$ cat src/rtl/dma_regfront.sv
module dma_regfront (
  input  logic       clk,
  input  logic       rst_n,
  input  logic       wr_en,
  input  logic       rd_en,
  input  logic [3:0] addr,
  input  logic [7:0] wdata,
  input  logic [7:0] status_in,
  input  logic [3:0] req_in,
  input  logic [3:0] mask_in,
  input  logic [7:0] temp_in,
  output logic [7:0] rdata,
  output logic       mem2mem_en,
  output logic       ch0_hold,
  output logic       ctrl_off,
  output logic       timing_short,
  output logic       prio_rotate,
  output logic       write_ext,
  output logic       dreq_inv,
  output logic       dack_hi,
  output logic [7:0] ch_xfer,
  output logic [3:0] ch_autoinit,
  output logic [3:0] ch_decr,
  output logic [7:0] ch_mode,
  output logic [7:0] p_wdata,
  output logic       p_req_wr,
  output logic       p_mask_one,
  output logic       p_mask_all,
  output logic       p_ff_set,
  output logic       p_ff_clr,
  output logic       p_mclr,
  output logic       p_clr_mask,
  output logic       p_status_rd
);

  logic [7:0] cmd_q;
  logic [5:0] mode_q [4];
  logic [1:0] mcnt;
  logic       wr_q, rd_q;
  logic       wr_go, rd_go;

  assign wr_go = wr_en & ~wr_q & addr[3];
  assign rd_go = rd_en & ~rd_q & addr[3];

  assign {dack_hi, dreq_inv, write_ext, prio_rotate,
          timing_short, ctrl_off, ch0_hold, mem2mem_en} = cmd_q;

  for (genvar c = 0; c < 4; c++) begin : g_ch
    assign ch_xfer[2*c +: 2] = mode_q[c][1:0];
    assign ch_autoinit[c]    = mode_q[c][2];
    assign ch_decr[c]        = mode_q[c][3];
    assign ch_mode[2*c +: 2] = mode_q[c][5:4];
  end

  always_ff @(posedge clk) begin
    if (!rst_n) begin
      cmd_q       <= '0;
      for (int c = 0; c < 4; c++) mode_q[c] <= '0;
      mcnt        <= '0;
      wr_q        <= 1'b0;
      rd_q        <= 1'b0;
      rdata       <= '0;
      p_wdata     <= '0;
      p_req_wr    <= 1'b0;
      p_mask_one  <= 1'b0;
      p_mask_all  <= 1'b0;
      p_ff_set    <= 1'b0;
      p_ff_clr    <= 1'b0;
      p_mclr      <= 1'b0;
      p_clr_mask  <= 1'b0;
      p_status_rd <= 1'b0;
    end else begin
      wr_q        <= wr_en;
      rd_q        <= rd_en;
      p_req_wr    <= 1'b0;
      p_mask_one  <= 1'b0;
      p_mask_all  <= 1'b0;
      p_ff_set    <= 1'b0;
      p_ff_clr    <= 1'b0;
      p_mclr      <= 1'b0;
      p_clr_mask  <= 1'b0;
      p_status_rd <= 1'b0;

      if (rd_go) begin
        case (addr[2:0])
          3'd0: begin rdata <= status_in; p_status_rd <= 1'b1; end
          3'd1: rdata <= {4'hF, req_in};
          3'd2: rdata <= cmd_q;
          3'd3: begin rdata <= {mode_q[mcnt], 2'b11}; mcnt <= mcnt + 2'd1; end
          3'd4: begin rdata <= 8'h00; p_ff_set <= 1'b1; end
          3'd5: rdata <= temp_in;
          3'd6: begin rdata <= 8'h00; mcnt <= 2'd0; end
          default: rdata <= {4'hF, mask_in};
        endcase
      end

      if (wr_go) begin
        p_wdata <= wdata;
        case (addr[2:0])
          3'd0: cmd_q <= wdata;
          3'd1: p_req_wr <= 1'b1;
          3'd2: p_mask_one <= 1'b1;
          3'd3: mode_q[wdata[1:0]] <= wdata[7:2];
          3'd4: p_ff_clr <= 1'b1;
          3'd5: begin p_mclr <= 1'b1; cmd_q <= '0; mcnt <= 2'd0; end
          3'd6: p_clr_mask <= 1'b1;
          default: p_mask_all <= 1'b1;
        endcase
      end
    end
  end

  AST_MCLR_CLEARS: assert property (@(posedge clk) disable iff (!rst_n)
    p_mclr |-> (cmd_q == 8'h00));

  AST_CMD_ONLY_BY_WRITE: assert property (@(posedge clk) disable iff (!rst_n)
    !(wr_en && !wr_q && (addr == 4'b1000 || addr == 4'b1101)) |=> $stable(cmd_q));

  AST_MCNT_STEP: assert property (@(posedge clk) disable iff (!rst_n)
    (rd_en && !rd_q && addr == 4'b1011 && !(wr_en && !wr_q && addr == 4'b1101))
      |=> (mcnt == $past(mcnt) + 2'd1));

  AST_WR_PULSE_ONEHOT: assert property (@(posedge clk) disable iff (!rst_n)
    $onehot0({p_req_wr, p_mask_one, p_mask_all, p_ff_clr, p_mclr, p_clr_mask}));

  AST_PULSE_SHORT: assert property (@(posedge clk) disable iff (!rst_n)
    (p_mclr || p_clr_mask || p_ff_set) |=> !(p_mclr || p_clr_mask || p_ff_set));

  AST_RDATA_HOLD: assert property (@(posedge clk) disable iff (!rst_n)
    !(rd_en && !rd_q && addr[3]) |=> $stable(rdata));

  AST_LOW_PAGE_QUIET: assert property (@(posedge clk) disable iff (!rst_n)
    ((wr_en || rd_en) && !addr[3]) |=> !(p_req_wr || p_mask_one || p_mask_all ||
      p_ff_set || p_ff_clr || p_mclr || p_clr_mask || p_status_rd));

endmodule

$ cat config.mk
export PLATFORM = sky130hd
export DESIGN_NAME = dma_regfront
export DESIGN_NICKNAME = d
export VERILOG_FILES = /design/src/rtl/dma_regfront.sv
export SDC_FILE = /design/constraint.sdc
export NUM_CORES = 1
export LEC_CHECK = 0
export ABC_CLOCK_PERIOD_IN_PS = 1800
export BUFFER_PORTS_ARGS = -buffer_cell sky130_fd_sc_hd__buf_2
export CORE_UTILIZATION = 45
export DETAILED_ROUTE_END_ITERATION = 16
export GPL_ROUTABILITY_DRIVEN = 0
export PLACE_DENSITY = 0.76
export SYNTH_ARGS = -nofsm -noshare
export SYNTH_HDL_FRONTEND = slang
export SYNTH_SLANG_ARGS = --single-unit
$ cat constraint.sdc
create_clock -name clk -period 1.8 [get_ports clk]
set_input_delay 0.09 -clock clk [delete_from_list [all_inputs] [get_ports clk]]
set_output_delay 0.09 -clock clk [all_outputs]
set_load 0.005 [all_outputs]
==> metrics <==
Skew-Pair Late Insertion Delay=around 340 ps; DR vias=between 2000 and 2500; buffers added on ports=95; Setup CP Type=input pin to flip-flop; post-DP HPWL=between 5000 and 6000 um; part of the cycle the worst path needs=0.9031; Fin Clk Skew=8.362 ps; Worst-path clk slew=approximately 70 ps; number of hold buffers added after cts=2; clock net sink count=60; root buf cell=clkbuf_8; syn nets=a little under 300; clk buf depth=2; Final Hold Viols=0; MaxCap Viol Count=0; Max H-tree Level=3; Final Non-Filler Cells=about 440; die area=around 6300 um^2; top cells by count, synth=dfxtp_1, nand2_1, and2_1; Final ANT Viol Nets=0; post-synth cell types=37; drt initial violations=~190; VDD IR max=between 400 and 500 uV; RSZ-0062 raised after global routing=no; Top-Level Pins=between 90 and 100; Critical Path Start Type=input pin; largest area contributor in the netlist=dfxtp_1; Die Width=around 79 um; CTS tree=done; status=finished clean; drt drc=0; Post-Place Cells=425; number of global-route vias before repair=~2200; DR pass1 iterations=5; Slew Limit Headroom=0.6747; beginning of the critical path=wr_en; Critical Path End=mode_q[1][5]; Core Region=roughly 5600 um^2; post-DR wirelength/cell=16.49 um; Avg Cell Area, Syn=around 10 um^2; overall power=a little under 3 mW; CTS Buf Count=9; drt via density=between 5 and 6; # resized after CTS=0; FF-to-FF Start=wr_q; worst hold path class=input pin to flip-flop; Final Max Tran Viols=0; total gr overflow=0; clock period minus worst slack=~1600 ps; Mapped Area=2694 um^2; Mapped Cells=between 200 and 300; Worst-Margin Slew=484.4 ps; final net count=406; hold slack=approximately 50 ps; num rows=27; final setup fails=0; Async SR Flop Fraction=0; final WL=7305 um; post-synthesis sequential area ratio=0.5351; number of flops mapped to enable cells by yosys=24; Worst Reg-to-Reg Cells=4; Syn. warnings=0; Lkg Pwr=1.567 nW; top cell type's share of synthesized area=0.2675; initial antenna violation count=0; Setup crit end kind=flip-flop; CP Max Fanout=6; Crit path arrival time=between 1500 and 2000 ps; area grow syn2layout=30.52%; Starting Density=0.4775; ys flop type=dfxtp_1; cell with the most instances after synthesis=dfxtp_1; maximum clock rate=a little over 600 MHz; post-CTS setup buffers=0; first-pass GRT wire length=approximately 11000 um; FF-to-FF End=mode_q[1][5]; Inserted Diodes=0; Die H=between 70 and 80 um; Setup TNS=0 ps; reg2reg setup slack=~220 ps; layout cells sized above 1=0.3720; WP data required=between 1500 and 2000 ps; largest net degree at the start of global routing=18; GRT Total Usage=0.2414; Pwr per Cell Area=838.2 nW/um^2; #FFs+latches synth=60; top cells by area, synth=dfxtp_1, edfxtp_1, and2_1
-- how the worst min path moves through the flow --
stage | from | to | depth (start not counted)
after floorplan | rd_en | rd_q | 1
after global placement | wr_en | wr_q | 2
after detailed placement | wr_en | wr_q | 2
after CTS | wdata[5] | p_wdata[5] | 3
after global routing | temp_in[4] | rdata[4] | 3
final | wdata[5] | p_wdata[5] | 3
-- layer usage --
layer / global-route usage / vias to the layer above / share of wire
met1: 0.3117 / 1107 / 0.42
met4: 0.1055 / 0 / 0.011
met3: 0.05029 / 8 / 0.090
li1: - / 1147 / -
met2: 0.3905 / 119 / 0.48
met5: 0 / - / 0
-- worst max-delay path, stage by stage --
cell,delay [ps]
dlygate4sd3_1,540
buf_2,120
and3b_1,190
nand4_2,180
nor3b_2,230
nand2b_1,290
-- area by class of cell --
cell class	instances	area, um^2
clock buffer	9	123.9
clock inverter	7	67.56
multi-input combinational	182	1185
fill	462	2126
sequential	60	1441
inverter	2	7.507
tap	72	90.09
timing repair buffer	111	600.6
-- where the power goes --
group | leakage (nW) | switching (mW) | internal, mW
combinational | 0.924 | 0.168 | 0.129
sequential | 0.550 | 0.0235 | 1.45
clock | 0.0926 | 0.547 | 0.630
total | 1.57 | 0.738 | 2.21
-- placed cells by master, fill, tap and decap left out, types with 4 or more instances in the layout --
cell type  count
a22oi_1        9
dfxtp_1       36
buf_4         14
clkbuf_8       9
nand3_1        6
edfxtp_1      24
mux2i_1        6
and2_1        26
o21bai_1       4
nand2b_1       6
a221oi_1       4
a21oi_1       16
buf_2         95
o21ai_0       20
nor2_1        20
nand2_1       28
mux2_2         4
mux4_2         5
-- cell families after synthesis --
group | share of synthesized area
multiplexers | 0.08082
AND/OR/NAND/NOR | 0.2164
buffers and inverters | 0.02508
AO/OA/AOI/OAI | 0.1426
flip-flops | 0.5351
-- registers in the layout, indices dropped and copies added (netlist names), 2 cells and up --
register,count
cmd_q,8
mcnt,2
mode_q,24
rdata,8
p_wdata,8
-- metrics by stage --
stage	area (um^2)	utilization	worst slack (ps)
6_report	3516	0.6232	174.4
5_1_grt	3516	0.6232	30.24
4_1_cts	3516	0.6232	174.6
3_5_place_dp	3304	0.5857	247.8
3_3_place_gp	3304	0.5857	286.8
2_1_floorplan	2694	-	210.8
Note: power is estimated with default switching activity, not from simulation.
